==> config.mk <==
export PLATFORM = sky130hd
export DESIGN_NAME = hwloop_ctrl
export DESIGN_NICKNAME = d
export VERILOG_FILES = /design/src/rtl/hwloop_pkg.sv /design/src/rtl/hwloop_decide.sv /design/src/rtl/hwloop_state.sv /design/src/rtl/hwloop_pcgen.sv /design/src/rtl/hwloop_ctrl.sv
export SDC_FILE = /design/constraint.sdc
export NUM_CORES = 1
export LEC_CHECK = 0
export BUFFER_PORTS_ARGS = -buffer_cell sky130_fd_sc_hd__buf_2
export CAP_MARGIN = 40
export CORE_ASPECT_RATIO = 0.7
export CORE_MARGIN = 8
export CORE_UTILIZATION = 35
export CTS_CLUSTER_SIZE = 20
export DETAILED_ROUTE_END_ITERATION = 8
export PLACE_DENSITY_LB_ADDON = 0.05
export SYNTH_ARGS = -nofsm -noshare
export SYNTH_HDL_FRONTEND = slang
export SYNTH_HIERARCHICAL = 1
export SYNTH_SLANG_ARGS = --single-unit
==> constraint.sdc <==
create_clock -name clk -period 3.21 [get_ports clk]
set_input_delay 0.642 -clock clk [delete_from_list [all_inputs] [get_ports clk]]
set_output_delay 0.642 -clock clk [all_outputs]
set_load 0.01 [all_outputs]
==> src/rtl/hwloop_pkg.sv <==
package hwloop_pkg;

    // Source of the next fetch address
    typedef enum logic [1:0] {
        SRC_HOLD   = 2'd0,
        SRC_SEQ    = 2'd1,
        SRC_LOOP   = 2'd2,
        SRC_BRANCH = 2'd3
    } pc_src_e;

endpackage

==> src/rtl/hwloop_decide.sv <==
module hwloop_decide
    import hwloop_pkg::*;
(
    input  logic    fetch_en,
    input  logic    br_take,
    input  logic    cfg_load,
    input  logic    active,
    input  logic    at_end,
    input  logic    count_last,
    output pc_src_e pc_src,
    output logic    dec_count
);

    always_comb begin
        pc_src    = SRC_SEQ;
        dec_count = 1'b0;
        if (!fetch_en) begin
            pc_src = SRC_HOLD;
        end else if (br_take) begin
            pc_src = SRC_BRANCH;
        end else if (!cfg_load && active && at_end) begin
            dec_count = 1'b1;
            pc_src    = count_last ? SRC_SEQ : SRC_LOOP;
        end
    end

endmodule

==> src/rtl/hwloop_state.sv <==
module hwloop_state #(
    parameter int AW = 16,
    parameter int CW = 8
) (
    input  logic          clk,
    input  logic          rst_n,
    input  logic          load,
    input  logic [AW-1:0] load_start,
    input  logic [AW-1:0] load_end,
    input  logic [CW-1:0] load_count,
    input  logic          dec,
    output logic [AW-1:0] start_addr,
    output logic [AW-1:0] end_addr,
    output logic [CW-1:0] count,
    output logic          active
);

    typedef struct packed {
        logic [AW-1:0] start_a;
        logic [AW-1:0] end_a;
        logic [CW-1:0] cnt;
        logic          act;
    } loop_state_t;

    loop_state_t st_d, st_q;

    always_comb begin
        st_d = st_q;
        if (load) begin
            st_d.start_a = load_start;
            st_d.end_a   = load_end;
            st_d.cnt     = load_count;
            st_d.act     = (load_count != '0);
        end else if (dec) begin
            st_d.cnt = st_q.cnt - CW'(1);
            st_d.act = (st_q.cnt != CW'(1));
        end
    end

    always_ff @(posedge clk or negedge rst_n) begin
        if (!rst_n) st_q <= '0;
        else        st_q <= st_d;
    end

    assign start_addr = st_q.start_a;
    assign end_addr   = st_q.end_a;
    assign count      = st_q.cnt;
    assign active     = st_q.act;

    p_load_r2: assert property (@(posedge clk) disable iff (!rst_n)
        load |=> (count == $past(load_count)) && (active == ($past(load_count) != '0)));

    p_inactive_empty_r5: assert property (@(posedge clk) disable iff (!rst_n)
        !active |-> (count == '0));

endmodule

==> src/rtl/hwloop_pcgen.sv <==
module hwloop_pcgen
    import hwloop_pkg::*;
#(
    parameter int AW = 16
) (
    input  logic          clk,
    input  logic          rst_n,
    input  pc_src_e       pc_src,
    input  logic [AW-1:0] loop_start,
    input  logic [AW-1:0] br_target,
    output logic [AW-1:0] pc
);

    logic [AW-1:0] pc_d, pc_q;

    always_comb begin
        unique case (pc_src)
            SRC_HOLD:   pc_d = pc_q;
            SRC_SEQ:    pc_d = pc_q + AW'(1);
            SRC_LOOP:   pc_d = loop_start;
            SRC_BRANCH: pc_d = br_target;
            default:    pc_d = pc_q;
        endcase
    end

    always_ff @(posedge clk or negedge rst_n) begin
        if (!rst_n) pc_q <= '0;
        else        pc_q <= pc_d;
    end

    assign pc = pc_q;

endmodule

==> src/rtl/hwloop_ctrl.sv <==
module hwloop_ctrl
    import hwloop_pkg::*;
#(
    parameter int AW = 16,
    parameter int CW = 8
) (
    input  logic          clk,
    input  logic          rst_n,
    input  logic          cfg_load,
    input  logic [AW-1:0] cfg_start,
    input  logic [AW-1:0] cfg_end,
    input  logic [CW-1:0] cfg_count,
    input  logic          fetch_en,
    input  logic          br_take,
    input  logic [AW-1:0] br_target,
    output logic [AW-1:0] fetch_pc,
    output logic          loop_active,
    output logic [CW-1:0] loop_remaining
);

    logic [AW-1:0] start_addr, end_addr;
    logic          at_end, count_last, dec_count;
    pc_src_e       pc_src;

    assign at_end     = (fetch_pc == end_addr);
    assign count_last = (loop_remaining == CW'(1));

    hwloop_state #(.AW(AW), .CW(CW)) u_state (
        .clk        (clk),
        .rst_n      (rst_n),
        .load       (cfg_load),
        .load_start (cfg_start),
        .load_end   (cfg_end),
        .load_count (cfg_count),
        .dec        (dec_count),
        .start_addr (start_addr),
        .end_addr   (end_addr),
        .count      (loop_remaining),
        .active     (loop_active)
    );

    hwloop_decide u_decide (
        .fetch_en   (fetch_en),
        .br_take    (br_take),
        .cfg_load   (cfg_load),
        .active     (loop_active),
        .at_end     (at_end),
        .count_last (count_last),
        .pc_src     (pc_src),
        .dec_count  (dec_count)
    );

    hwloop_pcgen #(.AW(AW)) u_pcgen (
        .clk        (clk),
        .rst_n      (rst_n),
        .pc_src     (pc_src),
        .loop_start (start_addr),
        .br_target  (br_target),
        .pc         (fetch_pc)
    );

    p_jump_back_r3: assert property (@(posedge clk) disable iff (!rst_n)
        fetch_en && !br_take && !cfg_load && loop_active && (fetch_pc == end_addr)
        && (loop_remaining > CW'(1))
        |=> (fetch_pc == $past(start_addr)) && (loop_remaining == $past(loop_remaining) - CW'(1)));

    p_exit_r4: assert property (@(posedge clk) disable iff (!rst_n)
        fetch_en && !br_take && !cfg_load && loop_active && (fetch_pc == end_addr)
        && (loop_remaining == CW'(1))
        |=> (fetch_pc == $past(fetch_pc) + AW'(1)) && !loop_active);

    p_stall_hold_r6: assert property (@(posedge clk) disable iff (!rst_n)
        !fetch_en && !cfg_load
        |=> $stable(fetch_pc) && $stable(loop_remaining) && $stable(loop_active));

    p_branch_wins_r7: assert property (@(posedge clk) disable iff (!rst_n)
        fetch_en && br_take && !cfg_load
        |=> (fetch_pc == $past(br_target)) && $stable(loop_remaining) && $stable(loop_active));

    p_step_r8: assert property (@(posedge clk) disable iff (!rst_n)
        fetch_en && !br_take && !(loop_active && !cfg_load && (fetch_pc == end_addr))
        |=> (fetch_pc == $past(fetch_pc) + AW'(1)));

endmodule

==> impl_results.md, run 1 <==
- Synth Area in XOR/XNOR: 5.56%
- Cells after Synth: 284
- CTS sink cnt: 57
- Fin crit share: 88.3%
- Worst R2R Start: u_pcgen/pc[15]
- Gpl congestion: 0.789
- Cell area after synthesis: 0.00315 mm^2
- Worst-path cell chain: xnor2_1, nand4_1, nor4_2, nor4bb_1, o21a_1, buf_4, mux2_2, o22ai_1, nor3_1
- Slew headroom: 55.9%
- Max-slew violations: 0
- Starting density of the core: 35.4%
- Hold Vio Cnt, Final: 0
- Post-cts sizing count: 0
- Die area: 0.0123 mm^2
- Crit Path Class: reg -> reg
- Worst-path clk slew: 50 ps
- Mux share of post-synthesis cell area: 15.6%
- Max Freq: 353 MHz
- P_leak: 1.76 nW
- Main combinational cell family by area after synthesis: simple AND/OR/NAND/NOR gates
- Worst path slowest cell: o21a_1
- IO buf count: 85
- Vias in the first global route: 2667
- Synth area leaders: dfrtp_1 45%, mux2_2 13%, xnor2_1 5.3%
- Final wirelength: 9070 um
- Fraction of layout instances using a drive strength above 1: 43.3%
- Worst IR Drop VDD: 312 uV
- WP data arrival: 3040 ps
- Area Growth Syn to Fin: 29.6%
- Global route overflow: 0
- Wire length per cell: 17.8 um
- Count of different cell masters after synthesis: 58
- RSZ-0062 raised after global routing: false
- Power Dens Cells: 602 mW/mm^2
- Total number of vias: 2622
- CTS H-tree depth: 3
- Total Routing Usage GR: 15.2%
- CTS root buf: clkbuf_16
- First-pass GRT wire length: 14300 um
- Skew final: 7.05 ps
- Antenna-violating nets left: 0
- Longest Clk Path Bufs: 2
- Slowest stage delay, CP: 490 ps
- Worst setup path startpoint: u_pcgen/pc[15]
- Min Hold Slack: 349 ps
- Total CTS buffers: 9
- Pin count of the biggest net entering global routing: 31
- DRC: 0
- TritonRoute pass-1 iters: 4
- Worst r2r path cells: 9
- Site row count: 29
- Post-CTS Setup Inserts: 0
- EDFF count, synth: 0
- Synth Flop Type: dfrtp_1
- Average size of a mapped cell: 11.1 um^2
- Async SR Flop Fraction: 100%
- MaxCap Viol Count: 0
- Setup TNS Final: 0 ps
- CP endpoint kind: flop
- Post-synth top area share: 45.3%
- Hold-fix buffer count after cts: 0
- Top cell type by total area after synthesis: dfrtp_1
- Worst path required time: 3420 ps
- CP startpoint kind: flop
- Post-synthesis compound-gate area fraction: 11.3%
- Clock Latency Late Sink: 320 ps
- #FFs+latches synth: 57
- Final #Nets: 446
- # IOs: 86
- Drt first-iter violations: 142
- Synth Area in Simple Gates: 18.6%
- CTS tree: built
- Initial antenna violation count: 0
- Core box area: 0.00889 mm^2
- Die Span X: 129 um
- Synthesized net count: 348
- Tightest Hold Check Type: in -> async
- DR vias/cell: 5.14
- Setup violators final: 0
- Post-DP HPWL: 6980 um
- Status: complete, no violations
- CP max FO: 13
- Die Y: 95.4 um
- Measured slew at the worst slew-check pin: 662 ps
- Register area share after synthesis: 45.3%
- Min Tclk post-route: 2830 ps
- Adder-Cell Fraction of Synth Area: 1.19%
- # diodes: 0
- Ys Warns: 6
[layout make-up]
cell class / instances / area [um^2]
Clock inverter: 3 / 40.0
Inverter: 6 / 22.5
Tap cell: 124 / 155
Sequential cell: 57 / 1430
Timing Repair Buffer: 100 / 538
Multi-Input combinational cell: 208 / 1640
Fill cell: 878 / 4810
Clock buffer: 12 / 256
[synth_stat cells (all sizes together) (3+ instances only)]
| master | instances |
|---|---|
| a211oi | 4 |
| a21oi | 11 |
| and3 | 3 |
| and4 | 3 |
| buf | 10 |
| clkbuf | 3 |
| dfrtp | 57 |
| ha | 3 |
| inv | 6 |
| mux2 | 36 |
| mux2i | 4 |
| nand2 | 19 |
| nand2b | 3 |
| nand3 | 8 |
| nand4 | 6 |
| nor2 | 13 |
| nor2b | 7 |
| nor3 | 8 |
| nor4 | 4 |
| nor4b | 3 |
| o211ai | 4 |
| o21ai | 12 |
| o32ai | 4 |
| or4 | 5 |
| xnor2 | 19 |
[layout by cell type (no fill, tap or decap), types with 3 or more instances in the layout]
| master | instances |
|---|---|
| buf_2 | 85 |
| nor2_1 | 13 |
| clkbuf_16 | 9 |
| mux2_2 | 36 |
| xnor2_1 | 19 |
| nor2b_1 | 7 |
| a211oi_1 | 4 |
| mux2i_1 | 4 |
| nand2_1 | 19 |
| nor3_1 | 5 |
| and3_1 | 3 |
| o211ai_1 | 4 |
| and4_1 | 3 |
| nand3_1 | 6 |
| o32ai_1 | 4 |
| or4_1 | 3 |
| o21ai_0 | 11 |
| a21oi_1 | 11 |
| buf_4 | 15 |
| inv_1 | 5 |
| nand4_1 | 5 |
| nand2b_1 | 3 |
| dfrtp_1 | 57 |
| ha_1 | 3 |
[per-layer routing]
| metal | global-route usage [%] | vias to the layer above | part of all wire (%) |
|---|---|---|---|
| li1 | - | 1257 | - |
| met4 | 4.67 | 0 | 1.1 |
| met3 | 5.47 | 9 | 7.0 |
| met5 | 0 | - | 0 |
| met1 | 20.2 | 1286 | 47 |
| met2 | 22.8 | 70 | 45 |
[worst max-delay path, delay by kind of cell (launching register included)]
kind                      cells  cell delay, ps
AOI/OAI and AO/OA             2             630
muxes                         1             330
DFF                           1             420
buffers and inverters         1             260
xor gates and xnor gates      1             270
and+or+nand+nor               4             800
[stage by stage]
step / area, um^2 / utilization [%] / total power [mW] / instances / setup slack [ps]
after CTS: 4080 / 45.9 / 2.50 / 510 / 371
after global routing: 4080 / 45.9 / 2.59 / 510 / 162
after floorplan: 3150 / - / 1.26 / 284 / 682
final: 4080 / 45.9 / 2.46 / 510 / 376
after global placement: 3790 / 42.6 / 1.53 / 495 / 499
after detailed placement: 3790 / 42.6 / 1.53 / 495 / 393
[cells by family after synthesis]
logic type	count (synthesis)
adders and majority gates	3
xor gates and xnor gates	20
muxes	42
AOI/OAI and AO/OA	53
DFF	57
buffers and inverters	19
and+or+nand+nor	90
[registers in the layout, indices dropped and copies added, names as in the netlist]
signal,cells
u_pcgen/pc,16
u_state/end_addr,16
u_state/start_addr,16
u_state/count,8
u_state/active,1
[path summary, 6_finish.rpt]
kind,endpoint,slack [ps]
max in group asynchronous,u_state/start_addr[6],2170
worst max register to register,u_pcgen/pc[13],380
min in group clk,u_state/start_addr[12],510
worst min register to register,u_state/start_addr[12],510
worst min-delay path,u_state/start_addr[11],350
worst max-delay path,u_pcgen/pc[13],380
[report_power, final]
| part | total, mW | internal, mW | switching [mW] |
|---|---|---|---|
| logic | 0.589 | 0.285 | 0.304 |
| registers | 0.926 | 0.817 | 0.108 |
| clock network | 0.945 | 0.635 | 0.310 |
Note: power is estimated with default switching activity, not from simulation.
==> run 2: changes to the inputs <==
--- a/config.mk
+++ b/config.mk
@@ -7,6 +7,8 @@
 export LEC_CHECK = 0
 export BUFFER_PORTS_ARGS = -buffer_cell sky130_fd_sc_hd__buf_2
 export CAP_MARGIN = 40
+export CELL_PAD_IN_SITES_DETAIL_PLACEMENT = 1
+export CELL_PAD_IN_SITES_GLOBAL_PLACEMENT = 1
 export CORE_ASPECT_RATIO = 0.7
 export CORE_MARGIN = 8
 export CORE_UTILIZATION = 35
==> impl_results.md, run 2 (synthesis results as in run 1) <==
- Status: complete, no violations
- Setup TNS Final: 0 ps (unchanged)
- Worst setup path startpoint: u_pcgen/pc[6]
- Most common cell on crit path: nand2_1
- Starting density of the core: 35.4% (unchanged)
- # diodes: 0 (unchanged)
- Min Tclk post-route: 2680 ps (-154 ps)
- Post-cts sizing count: 0 (unchanged)
- CTS root buf: clkbuf_16
- Total number of vias: 2564 (-2.2%)
- # IOs: 86 (unchanged)
- Pre-CTS setup slack: 478 ps (+84.9 ps)
- Crit Path Class: reg -> reg
- Worst-path clk slew: 50 ps (about the same)
- Longest Clk Path Bufs: 2 (unchanged)
- RSZ-0062 raised after global routing: false
- Hold Vio Cnt, Final: 0 (unchanged)
- Worst path required time: 3470 ps (+50 ps)
- Vias in the first global route: 2780 (+4.2%)
- Power Dens Cells: 588 mW/mm^2 (-2.4%)
- Max Freq: 373 MHz (+5.7%)
- Clock Latency Late Sink: 320 ps (about the same)
- Initial antenna violation count: 0 (unchanged)
- Die Span X: 129 um (unchanged)
- Final #Nets: 442 (-0.90%)
- Placed Area: 0.00378 mm^2 (-0.13%)
- Max-slew violations: 0 (unchanged)
- DR vias/cell: 5.07 (-1.4%)
- Total Routing Usage GR: 16.0% (+0.77 points)
- Reg-to-reg slack, setup: 530 ps (+150 ps)
- Tightest Hold Check Type: in -> async
- Measured slew at the worst slew-check pin: 593 ps (-68.9 ps)
- Worst-path cell chain: xnor2_1, nand4_1, nor4_2, nand2_1, nor4b_1, buf_4, nand2_1, or4_2, nand3_1
- Global route overflow: 0 (unchanged)
- Fin area: 0.00406 mm^2 (-0.49%)
- Slew headroom: 60.5% (+4.6 points)
- Worst r2r path cells: 9 (unchanged)
- P_leak: 1.74 nW (-0.87%)
- Worst path slowest cell: or4_2
- Post-CTS Setup Inserts: 0 (unchanged)
- Die area: 0.0123 mm^2 (unchanged)
- Core box area: 0.00889 mm^2 (unchanged)
- WP data arrival: 2940 ps (-100 ps)
- Skew final: 6.38 ps (-0.672 ps)
- FF-to-FF End: u_state/count[6]
- CTS tree: built
- Commonest non-fill, non-tap cell in the layout: buf_2
- Fin crit share: 83.5% (-4.8 points)
- Setup WS post-layout: 530 ps (+154 ps)
- Worst R2R Start: u_pcgen/pc[6]
- Final wirelength: 9380 um (+3.4%)
- Min Hold Slack: 314 ps (-34.9 ps)
- MaxCap Viol Count: 0 (unchanged)
- CTS sink cnt: 57 (unchanged)
- Drt first-iter violations: 132 (-7.0%)
- Antenna-violating nets left: 0 (unchanged)
- TritonRoute pass-1 iters: 4 (unchanged)
- Gpl congestion: 0.761 (-3.5%)
- Slowest stage delay, CP: 610 ps (+120 ps)
- Die Y: 95.4 um (unchanged)
- DRC: 0 (unchanged)
- Hold-fix buffer count after cts: 0 (unchanged)
- CP endpoint kind: flop
- CP startpoint kind: flop
- Area Growth Syn to Fin: 29.0%
- Site row count: 29 (unchanged)
- Setup violators final: 0 (unchanged)
- Pin count of the biggest net entering global routing: 58 (+87%)
- Worst path top cell family by delay: simple AND/OR/NAND/NOR gates
- CTS H-tree depth: 3 (unchanged)
- Post-DP HPWL: 7030 um (+0.68%)
- Total CTS buffers: 9 (unchanged)
- Buf+Inv Stages, Crit Path: 1 (unchanged)
- Worst IR Drop VDD: 322 uV (+2.9%)
- Fraction of layout instances using a drive strength above 1: 42.9% (-0.33 points)
- Commonest cells after routing, fill and taps aside: 85 x buf_2, 57 x dfrtp_1, 36 x mux2_2
- IO buf count: 85 (unchanged)
- CP max FO: 10 (-3)
- Wire length per cell: 18.5 um (+4.2%)
- First-pass GRT wire length: 15200 um (+6.2%)
==> run 2: changes by cell type in the layout (fill, tap and decap cells not counted) <==
cell	delta
buf_12	+2
buf_4	-6
bufinv_16	-1
clkbuf_1	-1
clkbuf_8	+1
clkinv_2	+1
==> run 2: through the flow <==
| stage | instances | power, mW | util, % |
|---|---|---|---|
| floorplan | 284 | 1.26 | - |
| global placement | 491 | 1.51 | 42.5 |
| detailed placement | 491 | 1.52 | 42.5 |
| CTS | 506 | 2.43 | 45.7 |
| global route | 506 | 2.53 | 45.7 |
| finish | 506 | 2.39 | 45.7 |
==> run 2: how the worst max path moves through the flow <==
stage	to	slack, ps	cells after the start
floorplan	u_state/count[6]	680	9
global placement	u_state/count[6]	610	9
detailed placement	u_state/count[6]	480	9
CTS	u_state/count[6]	470	9
global route	u_state/count[3]	220	9
finish	u_state/count[6]	530	9
==> run 2: cell type report <==
type	count	area, um^2
clock buffers	12	267
flip-flops and latches	57	1430
inverters	6	22.5
repair buffers	96	533
multi-input cells	208	1640
fillers	1045	4830
clock inverters	3	15.0
well taps	124	155
==> run 2: worst register-to-register path, stage by stage, from the launching register on <==
cell	delay, ps
dfrtp_1	460
xnor2_1	190
nand4_1	200
nor4_2	340
nand2_1	120
nor4b_1	260
buf_4	220
nand2_1	110
or4_2	610
nand3_1	100
==> run 2: power breakdown <==
| part | switching, mW | internal, mW | total, mW | leakage [nW] |
|---|---|---|---|---|
| registers | 0.128 | 0.817 | 0.945 | 0.672 |
| logic | 0.283 | 0.273 | 0.556 | 0.927 |
| clock network | 0.312 | 0.575 | 0.887 | 0.144 |
==> run 2: layer usage <==
metal	wire length [um]	part of all wire [%]	global-route usage (%)
met1	4590	49	21.4
met2	4140	44	24.1
met3	566	6.0	5.92
met4	73	0.78	3.80
met5	0	0	0
==> run 3: changes to the inputs <==
==> constraint.sdc (replaced) <==
create_clock -name clk -period 2.5 [get_ports clk]
set_input_delay 0.5 -clock clk [delete_from_list [all_inputs] [get_ports clk]]
set_output_delay 0.5 -clock clk [all_outputs]
set_load 0.01 [all_outputs]
==> impl_results.md, run 3 (synthesis results as in run 1) <==
- Worst-path cell chain: xnor2_2, nand4_1, nor4_2, nand2_1, o41a_1, buf_4, a211o_1, o21ai_2, nor3_2
- FF-to-FF End: u_pcgen/pc[10]
- Slowest stage delay, CP: 440 ps (-170 ps)
- Tightest Hold Check Type: in -> async
- Reg area: 0.00143 mm^2 (about the same)
- Clock power frac: 37.8% (+0.7 points)
- Gpl congestion: 0.780 (+2.5%)
- CP endpoint kind: flop
- MaxCap Viol Count: 0 (unchanged)
- # IOs: 86 (unchanged)
- Pin count of the biggest net entering global routing: 50 (-14%)
- Net Sw Power: 1.04 mW (+44%)
- Fin crit share: 99.1% (+16 points)
- Longest Clk Path Bufs: 2 (unchanged)
- Buf+Inv Stages, Crit Path: 1 (unchanged)
- Worst path required time: 2700 ps (-770 ps)
- Area of the multi-input gates: 0.00183 mm^2 (+11%)
- Status: complete, no violations
- Worst path top cell family by delay: compound AO/OA/AOI/OAI gates
- Worst-path clk slew: 50 ps (about the same)
- Area Growth Syn to Fin: 45.2%
- Fin util: 51.4% (+5.7 points)
- Global route overflow: 0 (unchanged)
- Design Power: 3.42 mW (+43%)
- Site row count: 29 (unchanged)
- Antenna-violating nets left: 0 (unchanged)
- CTS H-tree depth: 3 (unchanged)
- Initial antenna violation count: 0 (unchanged)
- CTS tree: built
- CTS root buf: clkbuf_16
- Worst r2r path cells: 9 (unchanged)
- Worst IR Drop VDD: 343 uV (+6.6%)
- Total number of vias: 2786 (+8.7%)
- Reg-to-reg slack, setup: 20 ps (-510 ps)
- Total Routing Usage GR: 17.7% (+1.7 points)
- Clock Latency Late Sink: 330 ps (about the same)
- Commonest non-fill, non-tap cell in the layout: buf_2
- Commonest cells after routing, fill and taps aside: 85 x buf_2, 56 x dfrtp_1, 32 x mux2_2
- Post-DP HPWL: 7860 um (+12%)
- Fin area: 0.00457 mm^2 (+13%)
- Setup TNS Final: 0 ps (unchanged)
- IO buf count: 85 (unchanged)
- Starting density of the core: 35.4% (unchanged)
- CP startpoint kind: flop
- Max-slew violations: 0 (unchanged)
- Hold Vio Cnt, Final: 0 (unchanged)
- Die Y: 95.4 um (unchanged)
- Crit Path Class: reg -> reg
- TritonRoute pass-1 iters: 4 (unchanged)
- Wire length per cell: 19.6 um (+5.9%)
- DR vias/cell: 5.19 (+2.4%)
- Skew final: 4.16 ps (-2.22 ps)
- RSZ-0062 raised after global routing: true
- P_int: 2.39 mW (+43%)
- Core box area: 0.00889 mm^2 (unchanged)
- Final #Nets: 472 (+6.8%)
- First-pass GRT wire length: 16500 um (+8.6%)
- Max Freq: 404 MHz (+8.2%)
- Die Span X: 129 um (unchanged)
- WP data arrival: 2680 ps (-260 ps)
- Worst R2R Start: u_pcgen/pc[1]
- Fraction of layout instances using a drive strength above 1: 54.0% (+11 points)
- P_leak: 2.00 nW (+14%)
- Worst path slowest cell: o41a_1
- Min Tclk post-route: 2480 ps (-203 ps)
- Hold-fix buffer count after cts: 0 (unchanged)
- CTS sink cnt: 57 (unchanged)
- Setup violators final: 0 (unchanged)
- # diodes: 0 (unchanged)
- Fill cells: 982 (-6.0%)
- CP Depth: 9 (unchanged)
- Final wirelength: 10500 um (+12%)
- Measured slew at the worst slew-check pin: 596 ps (+2.64 ps)
- Drt first-iter violations: 118 (-11%)
- Placed Area: 0.00396 mm^2 (+4.7%)
- Power Dens Cells: 749 mW/mm^2 (+27%)
- Die area: 0.0123 mm^2 (unchanged)
- Sw Share: 30.3% (+0.055 points)
- Logic pwr share: 28.2% (+4.9 points)
- Slew headroom: 60.3% (-0.18 points)
- DRC: 0 (unchanged)
- Vias in the first global route: 2930 (+5.4%)
- CP max FO: 9 (-1)
- Total CTS buffers: 9 (unchanged)
- Register share of total power: 34.0% (-5.6 points)
==> run 3: worst max-delay path by stage <==
stage                              startpoint               end  slack (ps)
after detailed placement  u_state/end_addr[6]  u_state/count[3]         -50
after floorplan                 u_pcgen/pc[3]  u_state/count[6]          70
after global placement    u_state/end_addr[3]  u_state/count[3]         -60
after global routing            u_pcgen/pc[6]    u_pcgen/pc[10]        -120
final                           u_pcgen/pc[1]    u_pcgen/pc[10]          20
after CTS                    u_state/count[4]     u_pcgen/pc[6]          -2
==> run 3: worst register-to-register path: cells and delay by family (launching register included) <==
| kind | cells | cell delay [ps] |
|---|---|---|
| flops | 1 | 400 |
| buf+inv | 1 | 220 |
| simple gates | 4 | 660 |
| compound gates | 3 | 800 |
| xor+xnor | 1 | 260 |
==> run 3: through the flow <==
stage	std cells	hold slack, ps	setup slack (ps)
2_1_floorplan	284	204	68.1
3_5_place_dp	513	499	-45.9
5_1_grt	537	183	-124
3_3_place_gp	513	498	-56.4
6_report	537	151	23.3
4_1_cts	534	164	-2.21
==> run 3: power by group through the flow <==
stage,Clock (mW),Combinational (mW),Sequential [mW]
5_1_grt,1.37,1.05,1.18
2_1_floorplan,0,0.383,1.24
3_3_place_gp,0,0.871,1.17
3_5_place_dp,0,0.884,1.17
4_1_cts,1.31,0.939,1.16
6_report,1.29,0.967,1.16
==> run 3: layout make-up <==
type,instances,share of cell area [%]
multi-input cells,208,39.9
flip-flops and latches,57,31.2
repair buffers,126,18.1
clock buffers,10,5.01
well taps,124,3.39
clock inverters,6,1.81
inverters,6,0.493
==> run 3: timing repair <==
item,4_1_cts,5_1_grt
pin swaps,8,19
buffers inserted,4,3
resized for setup,19,33
endpoints found under the setup margin,4,20
cloned,1,0
==> run 3: per-layer routing <==
layer  global-route usage (%)  vias to the layer above  share of wire [%]
met5                        0                        -                  0
met4                     4.28                        0               0.82
met3                     5.98                        9                6.2
met2                     25.7                       65                 45
met1                     24.6                     1398                 48
li1                         -                     1314                  -
